## src/rtl/i2s_attn_pkg.sv

```systemverilog
package i2s_attn_pkg;

  // Number of bit positions the sample is moved toward the LSB (6 dB each).
  localparam int unsigned SHIFT_BITS = 2;

  // Word-select taps needed to see SHIFT_BITS+1 clocks past an edge.
  localparam int unsigned WS_TAPS    = SHIFT_BITS + 1;

  // Data delay stages; the deepest one feeds the settled part of the slot.
  localparam int unsigned DATA_TAPS  = SHIFT_BITS;

  // Strobes from the control to the datapath: one-hot choice of data tap.
  typedef struct packed {
    logic [SHIFT_BITS:0] tapSel;
  } tapStrobe_t;

endpackage

```

## src/rtl/i2s_attn_ctrl.sv

```systemverilog
module i2s_attn_ctrl
  import i2s_attn_pkg::*;
(
  input  logic       clk,
  input  logic       rst,
  input  logic       wsIn,
  output tapStrobe_t strobe
);

  // wsTap[k-1] holds word select as it was k bit clocks ago.
  logic [WS_TAPS-1:0] wsTap;
  logic [WS_TAPS:0]   wsAll;

  assign wsAll = {wsTap, wsIn};

  always_ff @(posedge clk) begin
    if (rst) begin
      wsTap <= '0;
    end else begin
      wsTap <= wsAll[WS_TAPS-1:0];
    end
  end

  // agreeExt[k] is set when the word select of k clocks ago equals the current one.
  // The extra top bit is held low so the deepest tap closes the chain evenly.
  logic [WS_TAPS+1:2] agreeExt;

  genvar k;
  generate
    for (k = 2; k <= WS_TAPS; k++) begin : g_agree
      assign agreeExt[k] = (wsAll[k] == wsIn);
    end
  endgenerate
  assign agreeExt[WS_TAPS+1] = 1'b0;

  // The run of agreeing taps gives the age of the current slot.
  // Taps are taken in priority order, so exactly one select bit is set.
  always_comb begin
    logic run;
    strobe.tapSel    = '0;
    strobe.tapSel[0] = ~agreeExt[2];
    run = 1'b1;
    for (int j = 1; j <= int'(SHIFT_BITS); j++) begin
      run = run & agreeExt[j+1];
      strobe.tapSel[j] = run & ~agreeExt[j+2];
    end
  end

endmodule

```

## src/rtl/i2s_attn_datapath.sv

```systemverilog
module i2s_attn_datapath
  import i2s_attn_pkg::*;
(
  input  logic       clk,
  input  logic       rst,
  input  logic       sdIn,
  input  tapStrobe_t strobe,
  output logic       sdOut
);

  // dReg[k-1] holds serial data as it was k bit clocks ago.
  logic [DATA_TAPS-1:0] dReg;
  logic [DATA_TAPS:0]   tap;

  assign tap = {dReg, sdIn};

  always_ff @(posedge clk) begin
    if (rst) begin
      dReg <= '0;
    end else begin
      dReg <= tap[DATA_TAPS-1:0];
    end
  end

  // AND-OR mux driven by the one-hot strobe from the control.
  assign sdOut = |(tap & strobe.tapSel);

endmodule

```

## src/rtl/i2s_attn.sv

```systemverilog
module i2s_attn
  import i2s_attn_pkg::*;
(
  input  logic clk,
  input  logic rst,
  input  logic wsIn,
  input  logic sdIn,
  output logic wsOut,
  output logic sdOut
);

  tapStrobe_t strobe;

  i2s_attn_ctrl ctrl_i (
    .clk    (clk),
    .rst    (rst),
    .wsIn   (wsIn),
    .strobe (strobe)
  );

  i2s_attn_datapath data_i (
    .clk    (clk),
    .rst    (rst),
    .sdIn   (sdIn),
    .strobe (strobe),
    .sdOut  (sdOut)
  );

  // Frame timing goes downstream untouched.
  assign wsOut = wsIn;

endmodule

```

## config.mk

```make
export PLATFORM = sky130hd
export DESIGN_NAME = i2s_attn
export DESIGN_NICKNAME = d
export VERILOG_FILES = /design/src/rtl/i2s_attn_pkg.sv /design/src/rtl/i2s_attn_ctrl.sv /design/src/rtl/i2s_attn_datapath.sv /design/src/rtl/i2s_attn.sv
export SDC_FILE = /design/constraint.sdc
export NUM_CORES = 1
export LEC_CHECK = 0
export BUFFER_PORTS_ARGS = -buffer_cell sky130_fd_sc_hd__buf_4
export CAP_MARGIN = 20
export CORE_AREA = 2 2 39 41
export CTS_BUF_LIST = sky130_fd_sc_hd__clkbuf_2
export DETAILED_ROUTE_END_ITERATION = 10
export DIE_AREA = 0 0 41 43
export SETUP_SLACK_MARGIN = 0.02
export SYNTH_ARGS = -nofsm -noshare
export SYNTH_HDL_FRONTEND = slang
export SYNTH_SLANG_ARGS = --single-unit
```

## constraint.sdc

```tcl
create_clock -name clk -period 1.2 [get_ports clk]
set_input_delay 0.24 -clock clk [delete_from_list [all_inputs] [get_ports clk]]
set_output_delay 0.24 -clock clk [all_outputs]
set_load 0.05 [all_outputs]
```

==> impl_results.md <==
* Status: finished with violations
* Violated checks: negative setup slack
* Final setup viols at 1
* Post-CTS Setup Bufs at 0
* Total vias in the final route at 178
* Final hold violations at 0
* Pre-CTS setup slack at -0.200 ns
* Clock net sink count at 5
* P_leak at 0.134 nW
* Number of vias per cell at 3.71
* Setup Skew at 0.000100 ns
* Fmax at 649 MHz
* Critical register-to-register path startpoint: ctrl_i.wsTap[1]$_SDFF_PP0_
* #FFs+latches synth at 5
* CTS buffer count at 3
* Netlist cell types at 11
* WL final at 429 µm
* Max Cap Viol at 0
* Synth top area share at 51.6%
* First-pass GRT wire length at 696 µm
* Pwr/cell area at 1260 nW/µm²
* DRC viols at 0
* Critical register-to-register path endpoint: ctrl_i.wsTap[2]$_SDFF_PP0_
* TritonRoute pass-1 iters at 4
* Min-delay src: rst
* DR WL/cell at 8.94 µm
* Mapped Nets at 24
* Max-slew violation count at 0
* Crit path max fanout at 4
* Largest net degree at the start of global routing at 6
* First-iteration detailed-routing DRC count at 1
* Worst Hold Path EP: ctrl_i.wsTap[1]$_SDFF_PP0_
* Clock Tree Buf Depth at 2
* Crit Path Class: reg2out
* Rows at 14
* Worst ir drop on vdd at 642 µV
* IO Port Bufs at 5
* Synth Instances at 20
* Post-route insts no fill at 48
* R2R Setup Slk at 0.52 ns
* Number of cells on the worst reg-to-reg path at 2
* NumNets Final at 37
* Worst-margin pin slew at 0.206 ns
* Min Clock Period, post-route at 1.54 ns
* Rel. slew slack at 86.2%
* Dpl cells at 44
* CTS tree: built
* Core area at 1380 µm²
* Hold/Removal Path Class: in2reg
* Period utilization at 128%
* H-tree levels at 1
* Total die area at 1760 µm²
* Seq/Total Area, Yosys at 51.6%
* Reg power frac at 42.7%
* Initial Util at 14.0%
* Worst-Skew Late Latency at 0.21 ns
* Clock power frac at 37.2%
* Sw power at 0.000114 W
* Vias in the first global route at 177
* HPWL after DPL at 335 µm
* Avg Cell Area, Syn at 9.70 µm²
* Gr usage total at 7.14%
* Vert. Die Dim at 43 µm
* Initial antenna violation count at 0
* Comb pwr share at 20.1%
* Antenna cells at 0
* RePlAce Congestion at 0.612
* Clk root buf: clkbuf_2
* Post-synth top area cell: dfxtp_1
* Unrepaired setup endpoints after global routing: true
* YS warnings at 0
* Worst hold stages at 2
* Die width at 41 µm
* Worst Path Required at 0.96 ns
* Clock Pin Slew Worst Setup and Hold Paths at 0.05 ns
* Switching share of power at 27.3%
* Final setup margin at -0.341 ns
* Critical Path AT at 1.30 ns
* Synthesis-to-layout area growth at 71.0%
* Startpoint Class: flip-flop
* Internal power at 0.000304 W
* Area contributors post-synth: dfxtp_1 (52%), nor2b_1 (16%), a21oi_1 (5.2%)
* DRT antenna net count at 0
* Layout cell share with drive strength beyond 1 at 59.4%
* I/O pin total at 6
* # fillers at 159
* Endpoint class of the critical path: primary output
* Total grt overflow at 0
* Synthesized area at 194 µm²
==> logic make-up (layout without fill, tap and decap cells) <==
family | after synthesis | after routing | share of synthesized area, %
flops | 5 | 5 | 51.6
xor+xnor | 1 | 1 | 4.52
buf+inv | 1 | 13 | 3.87
compound gates | 2 | 2 | 5.16
simple gates | 11 | 11 | 34.8
==> placed cells by master, fill, tap and decap left out <==
cell type / synthesis / layout
nand3_1: 1 / 1
or3b_1: 1 / 1
nand3b_1: 1 / 1
or3_4: 0 / 1
buf_4: 1 / 8
clkbuf_2: 0 / 4
nor2b_1: 5 / 5
dfxtp_1: 5 / 3
dfxtp_2: 0 / 2
nor3_4: 0 / 1
buf_6: 0 / 1
a21oi_4: 0 / 1
xnor2_1: 1 / 1
nor2_1: 1 / 1
a21oi_2: 0 / 1
==> critical path: stages, from the launching register on <==
cell and delay, ns:
dfxtp_2 0.34, or3b_1 0.36, a21oi_2 0.19, nor3_4 0.05, buf_6 0.15
==> sequential cells by signal, indices dropped and copies added (netlist names) <==
register      count
ctrl_i.wsTap      3
data_i.dReg       2
==> per-stage QoR <==
stage	cell area, µm²	hold WS [ns]	power [W]	setup TNS, ns	utilization [%]
CTS	319	0.196	0.000422	-0.380	23.1
global placement	294	0.416	0.000256	-0.183	21.2
floorplan	214	0.304	0.000227	-0.0336	-
finish	332	0.211	0.000418	-0.341	24.0
global route	332	0.189	0.000451	-0.423	24.0
detailed placement	294	0.425	0.000257	-0.200	21.2
==> worst max-delay path by stage <==
stage | end | start | slack (ns)
3_3_place_gp | sdOut | wsIn | -0.18
5_1_grt | sdOut | ctrl_i.wsTap[2]$_SDFF_PP0_ | -0.42
2_1_floorplan | sdOut | ctrl_i.wsTap[2]$_SDFF_PP0_ | -0.03
4_1_cts | sdOut | ctrl_i.wsTap[2]$_SDFF_PP0_ | -0.38
3_5_place_dp | sdOut | wsIn | -0.20
6_report | sdOut | ctrl_i.wsTap[2]$_SDFF_PP0_ | -0.34
==> routing by layer <==
| metal | share of wire [%] | routed length [µm] | up-vias | GRT usage, % |
|---|---|---|---|---|
| met1 | 48 | 206 | 77 | 7.10 |
| met3 | 14 | 58 | 2 | 9.42 |
| met2 | 36 | 155 | 8 | 6.88 |
| met5 | 0 | 0 | - | 0 |
| li1 | - | - | 91 | - |
| met4 | 1.9 | 8 | 0 | 6.00 |
==> repair_timing <==
item / CTS / global route
pin swaps: 3 / 3
setup endpoints to repair: 1 / 1
resized for setup: 2 / 2
hold buffers: 0 / 0
==> synthesized netlist by cell type <==
library cell and instances:
xnor2_1 1, or3_1 1, nand3_1 1, a21oi_1 2
nor2_1 1, dfxtp_1 5, buf_4 1, nor3_1 1
or3b_1 1, nand3b_1 1, nor2b_1 5
==> power groups by stage <==
stage	clock [W]	combinational, W	sequential [W]
after detailed placement	0	0.0000756	0.000181
after floorplan	0	0.0000459	0.000181
after CTS	0.000165	0.0000798	0.000178
after global routing	0.000182	0.0000902	0.000179
after global placement	0	0.0000750	0.000181
final	0.000155	0.0000842	0.000179
==> cell type report <==
| type | count | area, µm² | share of cell area, % |
|---|---|---|---|
| well taps | 16 | 20.0 | 6.04 |
| repair buffers | 9 | 71.3 | 21.5 |
| flip-flops and latches | 5 | 103 | 30.9 |
| multi-input cells | 14 | 118 | 35.5 |
| clock buffers | 4 | 20.0 | 6.04 |
(Power assumes the default switching activity.)
